[config.mk]
export PLATFORM = sky130hd
export DESIGN_NAME = gated_interval_timer
export DESIGN_NICKNAME = d
export VERILOG_FILES = /design/src/rtl/gitm_pkg.sv /design/src/rtl/gitm_sync.sv /design/src/rtl/gitm_prescaler.sv /design/src/rtl/gitm_cascade.sv /design/src/rtl/gated_interval_timer.sv
export SDC_FILE = /design/constraint.sdc
export NUM_CORES = 1
export LEC_CHECK = 0
export ABC_AREA = 1
export BUFFER_PORTS_ARGS = -buffer_cell sky130_fd_sc_hd__buf_2
export CAP_MARGIN = 30
export CORE_MARGIN = 3
export CORE_UTILIZATION = 45
export CTS_BUF_LIST = sky130_fd_sc_hd__clkbuf_4
export DETAILED_ROUTE_END_ITERATION = 12
export GPL_ROUTABILITY_DRIVEN = 1
export GPL_TIMING_DRIVEN = 0
export PLACE_DENSITY = 0.76
export SYNTH_ARGS = -nofsm -noshare
export SYNTH_HDL_FRONTEND = slang
export SYNTH_SLANG_ARGS = --single-unit
[constraint.sdc]
create_clock -name clk -period 1.6 [get_ports clk]
set_clock_uncertainty 0.2 [all_clocks]
set_input_delay 0 -clock clk [delete_from_list [all_inputs] [get_ports clk]]
set_output_delay 0 -clock clk [all_outputs]
set_load 0.01 [all_outputs]
[src/rtl/gitm_pkg.sv]
package gitm_pkg;
   typedef enum logic [2:0] {
      ST_IDLE  = 3'd0,
      ST_WAIT  = 3'd1,
      ST_COUNT = 3'd2,
      ST_DONE  = 3'd3,
      ST_ERR   = 3'd4
   } gitm_state_e;
endpackage

[src/rtl/gitm_sync.sv]
module gitm_sync #(
   parameter int STAGES = 2
) (
   input  logic clk,
   input  logic rst_n,
   input  logic d_n,
   output logic fall,
   output logic rise
);
   // pipe[0..STAGES-1] form the synchroniser; pipe[STAGES] is the previous value
   logic [STAGES:0] pipe;

   generate
      for (genvar g = 0; g <= STAGES; g++) begin : g_stage
         if (g == 0) begin : g_first
            always_ff @(posedge clk or negedge rst_n)
               if (!rst_n) pipe[0] <= 1'b1;
               else        pipe[0] <= d_n;
         end else begin : g_next
            always_ff @(posedge clk or negedge rst_n)
               if (!rst_n) pipe[g] <= 1'b1;
               else        pipe[g] <= pipe[g-1];
         end
      end
   endgenerate

   assign fall = pipe[STAGES] & ~pipe[STAGES-1];
   assign rise = ~pipe[STAGES] & pipe[STAGES-1];
endmodule

[src/rtl/gitm_prescaler.sv]
module gitm_prescaler #(
   parameter int DIV = 16
) (
   input  logic clk,
   input  logic rst_n,
   input  logic clr,
   input  logic en,
   output logic tick
);
   generate
      if (DIV == 1) begin : g_div1
         assign tick = en;
      end else begin : g_divn
         localparam int PW = $clog2(DIV);
         localparam logic [PW-1:0] LAST = PW'(DIV - 1);
         logic [PW-1:0] pre_q;

         assign tick = en && (pre_q == LAST);

         always_ff @(posedge clk or negedge rst_n)
            if (!rst_n)   pre_q <= '0;
            else if (clr) pre_q <= '0;
            else if (en)  pre_q <= (pre_q == LAST) ? '0 : pre_q + 1'b1;
      end
   endgenerate
endmodule

[src/rtl/gitm_cascade.sv]
module gitm_cascade #(
   parameter int BW = 8,
   parameter int NB = 3
) (
   input  logic             clk,
   input  logic             rst_n,
   input  logic             clr,
   input  logic             inc,
   output logic [NB*BW-1:0] value,
   output logic             wrap
);
   logic [NB:0] carry;
   assign carry[0] = inc;

   generate
      for (genvar g = 0; g < NB; g++) begin : g_byte
         logic [BW-1:0] b_q;
         always_ff @(posedge clk or negedge rst_n)
            if (!rst_n)        b_q <= '0;
            else if (clr)      b_q <= '0;
            else if (carry[g]) b_q <= b_q + 1'b1;
         assign carry[g+1]         = carry[g] & (&b_q);
         assign value[g*BW +: BW]  = b_q;
      end
   endgenerate

   assign wrap = carry[NB];
endmodule

[src/rtl/gated_interval_timer.sv]
module gated_interval_timer #(
   parameter int BYTE_W      = 8,
   parameter int NUM_BYTES   = 3,
   parameter int TICK_DIV    = 16,
   parameter int SYNC_STAGES = 2,
   localparam int CW = BYTE_W * NUM_BYTES,
   localparam int AW = $clog2(NUM_BYTES + 1)
) (
   input  logic              clk,
   input  logic              rst_n,
   input  logic              arm_i,
   input  logic              gate_n_i,
   input  logic [AW-1:0]     rd_addr_i,
   output logic [BYTE_W-1:0] rd_data_o,
   output logic              done_o,
   output logic              err_o
);
   import gitm_pkg::*;

   generate
      if (BYTE_W < 2) begin : g_bad_bw
         $error("BYTE_W must be at least 2 to hold the status bits");
      end
      if (NUM_BYTES < 1) begin : g_bad_nb
         $error("NUM_BYTES must be at least 1");
      end
      if (TICK_DIV < 1) begin : g_bad_div
         $error("TICK_DIV must be at least 1");
      end
      if (SYNC_STAGES < 2) begin : g_bad_sync
         $error("SYNC_STAGES must be at least 2");
      end
   endgenerate

   gitm_state_e   st_q;
   logic          fall_w, rise_w, tick_w, wrap_w;
   logic          counting;
   logic          inc_w;
   logic [CW-1:0] count_q;

   assign counting = (st_q == ST_COUNT);
   assign inc_w    = tick_w && !arm_i;

   gitm_sync #(.STAGES(SYNC_STAGES)) i_sync (
      .clk   (clk),
      .rst_n (rst_n),
      .d_n   (gate_n_i),
      .fall  (fall_w),
      .rise  (rise_w)
   );

   gitm_prescaler #(.DIV(TICK_DIV)) i_pre (
      .clk   (clk),
      .rst_n (rst_n),
      .clr   (arm_i || !counting),
      .en    (counting && !rise_w),
      .tick  (tick_w)
   );

   gitm_cascade #(.BW(BYTE_W), .NB(NUM_BYTES)) i_cnt (
      .clk   (clk),
      .rst_n (rst_n),
      .clr   (arm_i),
      .inc   (inc_w),
      .value (count_q),
      .wrap  (wrap_w)
   );

   always_ff @(posedge clk or negedge rst_n) begin
      if (!rst_n) begin
         st_q <= ST_IDLE;
      end else if (arm_i) begin
         st_q <= ST_WAIT;
      end else begin
         unique case (st_q)
            ST_WAIT:  if (fall_w) st_q <= ST_COUNT;
            ST_COUNT: begin
               if (rise_w)                st_q <= ST_DONE;
               else if (tick_w && wrap_w) st_q <= ST_ERR;
            end
            default:  st_q <= st_q;
         endcase
      end
   end

   assign done_o = (st_q == ST_DONE);
   assign err_o  = (st_q == ST_ERR);

   always_comb begin
      rd_data_o = '0;
      for (int i = 0; i < NUM_BYTES; i++)
         if (rd_addr_i == AW'(i)) rd_data_o = count_q[i*BYTE_W +: BYTE_W];
      if (rd_addr_i == AW'(NUM_BYTES))
         rd_data_o = {{(BYTE_W-2){1'b0}}, err_o, done_o};
   end
endmodule

==> metrics.md, run 1 <==
| Metric | Value |
|---|---|
| DR vias | `1933` |
| Finished Layout Cells | `350` |
| First-pass GRT wire length | `a little over 8 mm` |
| Worst-case reg-to-reg path depth | `11` |
| Standard-cell rows | `23` |
| RSZ-0062 raised after global routing | `true` |
| Most frequent cells in the layout | `43 x nand2_1, 35 x inv_1, 30 x dfrtp_1` |
| Comb pwr share | `10.1%` |
| Synth Area in Simple Gates | `28.0%` |
| Adder-Cell Fraction of Synth Area | `2.48%` |
| Pleak | `1.20 nW` |
| Seq pwr share | `58.5%` |
| Mapped Area | `2020 sq um` |
| N_diodes | `0` |
| DRC Markers | `0` |
| Setup WS post-layout | `-0.212 ns` |
| Final setup violation count | `30` |
| Die Span X | `73.0 um` |
| Root buf cell | `clkbuf_4` |
| Fmax | `0.552 GHz` |
| Drt total wl | `5.17 mm` |
| Pin slew with the least headroom to its limit | `between 0.7 and 0.8 ns` |
| Period utilization | `113%` |
| Placed instance count | `319` |
| Top cell type by total area after synthesis | `dfrtp_1` |
| Synth Net Count | `265` |
| Synth area leaders | `dfrtp_1 38%, nand2_1 9.3%, inv_1 7.6%` |
| Violated checks | `negative hold slack, negative setup slack` |
| Worst VDD drop | `0.430 mV` |
| RR Endpoint | `st_q[2]$_DFFE_PN0P_` |
| Hold Path Sink | `i_cnt.g_byte[0].b_q[2]$_DFFE_PN0P_` |
| Total power per unit cell area | `593 nW/um^2` |
| Post-synth ARST share | `100%` |
| Crit path DAT | `1.84 ns` |
| Cells on Worst Hold Path | `2` |
| Sequential share of the synthesized area | `42.3%` |
| CTS tree | `built` |
| Yosys cell types | `36` |
| Yosys reg bits | `34` |
| Hold Path Class | `input pin to flip-flop` |
| CP endpoint kind | `flip-flop` |
| H-tree depth | `2` |
| Clock network power share | `between 30% and 40%` |
| Multiplexer share of the synthesized area | `0.496%` |
| Largest family of logic cells by synthesized area | `simple AND/OR/NAND/NOR gates` |
| Die Y | `about 73 um` |
| Setup slack, reg-to-reg | `-0.21 ns` |
| WP data required | `1.63 ns` |
| Vias per inst | `approximately 5.5` |
| Worst skew pair latency | `between 0.3 and 0.4 ns` |
| NumNets Final | `309` |
| CTS Sinks | `34` |
| Worst-path clk slew | `between 0.1 and 0.15 ns` |
| Initial Util | `48.4%` |
| Syn Inst Count | `about 260` |
| Reg2Reg Launch Point | `i_pre.g_divn.pre_q[0]$_DFFE_PN0P_` |
| Synth Area in Compound Gates | `14.1%` |
| Largest net degree at the start of global routing | `35` |
| Post-CTS Hold Buffers | `2` |
| DRT Pass-1 Iters | `4` |
| Startpoint types | `flip-flop` |
| Xor/xnor share of the synthesized area | `2.60%` |
| Yosys Warn Count | `0` |
| Hold Crit Start | `arm_i` |
| DR iter-0 viols | `approximately 130` |
| Layout cells sized above 1 | `between 30% and 40%` |
| Initial antenna violation count | `0` |
| Power Total | `0.00151 W` |
| Crit-path max FO | `5` |
| GPL Wtd Cong | `0.855` |
| Int Power | `0.00110 W` |
| Status | `complete, but fails checks` |
| Final-report hold violation count | `17` |
| Drt wl/cell | `14.8 um` |
| Antenna-violating nets left | `0` |
| CTS max path bufs | `2` |
| Commonest non-fill, non-tap cell in the layout | `nand2_1` |
| Global-route usage over all layers | `20.1%` |
| Slew headroom | `a little under 50%` |
| Setup CP Type | `flip-flop to flip-flop` |
| Total of max-cap violations | `0` |
| Synth top area share | `between 30 and 40%` |
| Worst hold slack | `-0.231 ns` |
| Core box area | `~4200 sq um` |
| I/O Buffers | `14` |
| Sw Share | `26.8%` |
| Die area | `5320 sq um` |
| Final Critical Period | `1.81 ns` |
| Grt total ovfl | `0` |
| Io pins | `16` |
| Top FF cell, synth | `dfrtp_1` |
| Slew Viols, Final | `0` |
| Post-synth EDFFs | `0` |
| Vias in the first global route | `1811` |
| TritonCTS Buffers | `5` |
| P&R area growth vs syn | `26.2%` |
| DPL Wire Length | `3.37 mm` |
| Psw | `0.000405 W` |
| Mean area per synthesized cell | `approximately 8 sq um` |
[repair_timing]
| action | 4_1_cts | 5_1_grt |
|---|---|---|
| gates cloned | 1 | 0 |
| pin swaps | 9 | 3 |
| endpoints found under the hold margin | 53 | 16 |
| setup endpoints to repair | 33 | 36 |
| buffers inserted | 16 | 4 |
| resized for setup | 16 | 33 |
[cells by family (layout without fill, tap and decap cells)]
| family | count (synthesis) | in the layout |
|---|---|---|
| mux | 1 | 1 |
| fa+ha+maj | 4 | 4 |
| xor+xnor | 6 | 6 |
| simple gates | 114 | 114 |
| compound gates | 49 | 49 |
| flops | 34 | 34 |
| buf+inv | 47 | 92 |
[state kept, by name (all words and copies together), names as in the netlist]
register            count
i_pre.g_divn.pre_q      4
st_q                    3
i_sync.pipe             3
i_cnt.g_byte.b_q       24
[final cells by class]
type / count / area (sq um)
multi-input combinational: 174 / 1100
fill: 357 / 1630
clock inverter: 2 / 8.76
tap: 50 / 62.6
buffer: 4 / 37.5
timing repair buffer: 37 / 272
clock buffer: 6 / 45.0
inverter: 43 / 164
sequential: 34 / 856
[worst max-delay path by stage]
| stage | cells past startpoint | slack, ns | to | start |
|---|---|---|---|---|
| after floorplan | 11 | -0.08 | st_q[2]$_DFFE_PN0P_ | i_pre.g_divn.pre_q[1]$_DFFE_PN0P_ |
| after detailed placement | 9 | -0.30 | i_cnt.g_byte[1].b_q[6]$_DFFE_PN0P_ | i_pre.g_divn.pre_q[0]$_DFFE_PN0P_ |
| after global routing | 10 | -0.31 | st_q[0]$_DFFE_PN0P_ | i_cnt.g_byte[2].b_q[1]$_DFFE_PN0P_ |
| after CTS | 11 | -0.20 | st_q[2]$_DFFE_PN0P_ | i_pre.g_divn.pre_q[0]$_DFFE_PN0P_ |
| final | 11 | -0.21 | st_q[2]$_DFFE_PN0P_ | i_pre.g_divn.pre_q[0]$_DFFE_PN0P_ |
| after global placement | 9 | -0.25 | i_cnt.g_byte[1].b_q[1]$_DFFE_PN0P_ | i_pre.g_divn.pre_q[1]$_DFFE_PN0P_ |
[power groups by stage]
stage	clock network, W	registers (W)	logic, W
2_1_floorplan	0	0.000896	0.0000687
3_3_place_gp	0	0.000898	0.000121
3_5_place_dp	0	0.000898	0.000122
4_1_cts	0.000485	0.000882	0.000137
5_1_grt	0.000526	0.000885	0.000167
6_report	0.000475	0.000883	0.000152
[worst max-delay path, stage by stage, from the launching register on]
cell	delay, ns
dfrtp_1	0.38
ha_2	0.19
nand2_2	0.07
nor2_4	0.13
nand4_4	0.12
nor2_4	0.18
buf_8	0.15
nand3_2	0.06
nand2_2	0.06
nand2_2	0.06
nand2_1	0.06
nand2_1	0.04
[cells in the mapped netlist, drive strengths merged, types with 3 or more instances]
library cell	number
nand2	54
inv	43
dfrtp	31
o21ai	30
nor2	25
nand3	20
nor3	9
a21oi	7
nand4	5
xor2	5
buf	4
ha	4
o22ai	4
dfstp	3
o221ai	3
[stage by stage]
stage / cell area [sq um] / setup slack (ns) / setup TNS, ns / utilization (%)
final: 2550 / -0.212 / -4.24 / 61.0
after global routing: 2550 / -0.309 / -7.29 / 61.0
after CTS: 2430 / -0.203 / -3.43 / 58.3
after detailed placement: 2170 / -0.301 / -5.51 / 52.1
after global placement: 2170 / -0.252 / -4.43 / 52.1
after floorplan: 2040 / -0.0846 / -0.933 / -
[metal layers]
layer | share of wire (%) | vias to the layer above | GRT usage [%]
met5 | 0 | - | 0
met4 | 1.8 | 0 | 4.92
met3 | 6.7 | 16 | 4.82
met2 | 47 | 76 | 32.5
met1 | 44 | 918 | 27.4
li1 | - | 923 | -
(Power assumes the default switching activity.)
==> run 2: changes to the inputs <==
- CELL_PAD_IN_SITES_DETAIL_PLACEMENT: not set -> 1
- CELL_PAD_IN_SITES_GLOBAL_PLACEMENT: not set -> 2
- CORE_MARGIN: 3 -> 8
- CORE_UTILIZATION: 45 -> 33
- PLACE_DENSITY: 0.76 -> 0.88
==> metrics.md, run 2 (synthesis gave the netlist of run 1 again) <==
| Metric | Value |
|---|---|
| Die area | `8870 sq um (+67%)` |
| I/O Buffers | `14 (unchanged)` |
| WP data required | `1.67 ns (+0.04 ns)` |
| Fmax | `0.535 GHz (-3.1%)` |
| Worst VDD drop | `0.266 mV (-38%)` |
| CTS Sinks | `34 (unchanged)` |
| Setup WS post-layout | `-0.270 ns (-0.0578 ns)` |
| DP Worst Slack | `-0.337 ns (-0.0358 ns)` |
| Final core utilization | `44.4% (-17 points)` |
| Final setup violation count | `30 (unchanged)` |
| P&R area growth vs syn | `30.4%` |
| Pleak | `1.19 nW (-0.85%)` |
| Die Y | `94.2 um (+29%)` |
| Pin slew with the least headroom to its limit | `0.815 ns (+0.0545 ns)` |
| Hold Path Class | `input pin to flip-flop` |
| N_diodes | `0 (unchanged)` |
| Grt total ovfl | `0 (unchanged)` |
| Standard-cell rows | `28 (+22%)` |
| Core box area | `5920 sq um (+42%)` |
| Largest register FFs | `24 (unchanged)` |
| Commonest non-fill, non-tap cell in the layout | `nand2_1` |
| Crit-path max FO | `4 (-1)` |
| Largest net degree at the start of global routing | `35 (unchanged)` |
| Antenna-violating nets left | `0 (unchanged)` |
| Worst-path clk slew | `0.11 ns (about the same)` |
| Most flop-heavy register | `i_cnt.g_byte.b_q` |
| NumNets Final | `313 (+1.3%)` |
| Total power per unit cell area | `586 nW/um^2 (-1.2%)` |
| CP endpoint kind | `flip-flop` |
| Worst skew pair latency | `0.35 ns (+0.02 ns)` |
| TritonCTS Buffers | `5 (unchanged)` |
| Cell mode on critical path | `nor2_4` |
| DR vias | `1913 (-1.0%)` |
| Die Span X | `94.2 um (+29%)` |
| CTS tree | `built` |
| Initial Util | `34.1% (-14 points)` |
| Drt total wl | `6.12 mm (+19%)` |
| DPL Wire Length | `4.15 mm (+23%)` |
| Finished Layout Cells | `379 (+8.3%)` |
| Cell Chain, Critical Path | `inv_2, nand2_2, nor2_4, nand4_4, nor2_4, buf_4, buf_6, buf_16, nand3_1, o21ai_1` |
| DRC Markers | `0 (unchanged)` |
| H-tree depth | `2 (unchanged)` |
| Slew Viols, Final | `0 (unchanged)` |
| Global-route usage over all layers | `14.3% (-5.8 points)` |
| Final Critical Period | `1.87 ns (+0.0578 ns)` |
| Critical-path top delay cell | `dfrtp_1` |
| Root buf cell | `clkbuf_4` |
| Vias per inst | `5.05 (-8.6%)` |
| Slew headroom | `45.6% (-3.6 points)` |
| Layout cells sized above 1 | `33.2% (-0.44 points)` |
| Drt wl/cell | `16.2 um (+9.5%)` |
| DRT Pass-1 Iters | `4 (unchanged)` |
| Violated checks | `negative setup slack` |
| Power Total | `0.00154 W (+2.1%)` |
| Most frequent cells in the layout | `43 x nand2_1, 35 x inv_1, 29 x dfrtp_1` |
| Vias in the first global route | `2062 (+14%)` |
| GPL Wtd Cong | `0.778 (-9.0%)` |
| Io pins | `16 (unchanged)` |
| Status | `complete, but fails checks` |
| Final-report hold violation count | `0 (-17)` |
| Period utilization | `117% (+3.6 points)` |
| CTS max path bufs | `2 (unchanged)` |
| Setup CP Type | `flip-flop to flip-flop` |
| Final TNS setup | `-5.49 ns (-1.24 ns)` |
| Largest regs | `i_cnt.g_byte.b_q (24), i_pre.g_divn.pre_q (4)` |
| Total of max-cap violations | `0 (unchanged)` |
| First-pass GRT wire length | `9.97 mm (+21%)` |
| DR iter-0 viols | `50 (-60%)` |
| Crit path DAT | `1.94 ns (+0.10 ns)` |
| RSZ-0062 raised after global routing | `true` |
| Startpoint types | `flip-flop` |
| Crit-path max cell delay | `0.43 ns (+0.05 ns)` |
| Initial antenna violation count | `0 (unchanged)` |
| Placed instance count | `344 (+7.8%)` |
-- run 2: changes by cell type in the layout (fill, tap and decap cells not counted), moves of 2 or more --
cell,before,now
dlygate4sd3_1,2,5
inv_2,7,5
nand2_4,4,1
nand2_2,7,9
nor3_2,4,2
nor3_4,0,2
o21ai_2,10,8
inv_4,1,3
buf_6,1,3
o21ai_0,12,14
-- run 2: timing repair --
item / in CTS / in global routing
gates resized for setup: 23 / 29
hold endpoints to repair: 54 / 17
gates cloned: 1 / 0
endpoints found under the setup margin: 37 / 38
pin swaps: 5 / 2
hold buffers: 3 / 2
buffers inserted: 15 / 6
-- run 2: layer usage --
metal | vias to the layer above | part of all wire, % | routed length, um | track usage [%]
met5 | - | 0 | 0 | 0
li1 | 942 | - | - | -
met4 | 0 | 1.7 | 105 | 4.10
met1 | 935 | 41 | 2530 | 16.1
met3 | 9 | 2.8 | 174 | 2.88
met2 | 27 | 54 | 3310 | 26.4
-- run 2: worst max-delay path: cells and delay by family, from the launching register on --
kind | cells | cell delay, ns
AO/OA/AOI/OAI | 1 | 0.09
buffers and inverters | 4 | 0.44
flip-flops | 1 | 0.43
AND/OR/NAND/NOR | 5 | 0.64
-- run 2: metrics by stage --
stage | cell area [sq um] | hold WS, ns
2_1_floorplan | 2040 | -0.496
3_3_place_gp | 2200 | -0.0933
3_5_place_dp | 2200 | -0.0914
4_1_cts | 2470 | -0.232
5_1_grt | 2630 | 0.0378
6_report | 2630 | 0.0476
-- run 2: final cells by class --
cell class	count	area, sq um
Buffer	4	37.5
Clock buffer	6	45.0
Clock inverter	2	8.76
Fill cell	706	3290
Inverter	43	169
Multi-Input combinational cell	174	1100
Sequential cell	34	857
Tap cell	75	93.8
Timing Repair Buffer	41	317
-- run 2: report_power, final --
group | switching (W) | internal (W)
logic | 0.000116 | 0.0000558
clock network | 0.000304 | 0.000182
registers | 0.0000117 | 0.000873
total | 0.000431 | 0.00111
-- run 2: final timing paths --
check	startpoint	end	slack, ns	cells past startpoint
setup / recovery	st_q[0]$_DFFE_PN0P_	i_cnt.g_byte[1].b_q[6]$_DFFE_PN0P_	-0.27	10
hold / removal	arm_i	i_cnt.g_byte[0].b_q[6]$_DFFE_PN0P_	0.05	6
setup reg to reg	st_q[0]$_DFFE_PN0P_	i_cnt.g_byte[1].b_q[6]$_DFFE_PN0P_	-0.27	10
hold reg to reg	i_sync.pipe[0]$_DFF_PN1_	i_sync.pipe[1]$_DFF_PN1_	0.16	0
max in group asynchronous	rst_n	st_q[1]$_DFFE_PN0P_	0.58	2
min in group asynchronous	rst_n	i_cnt.g_byte[1].b_q[7]$_DFFE_PN0P_	0.06	2
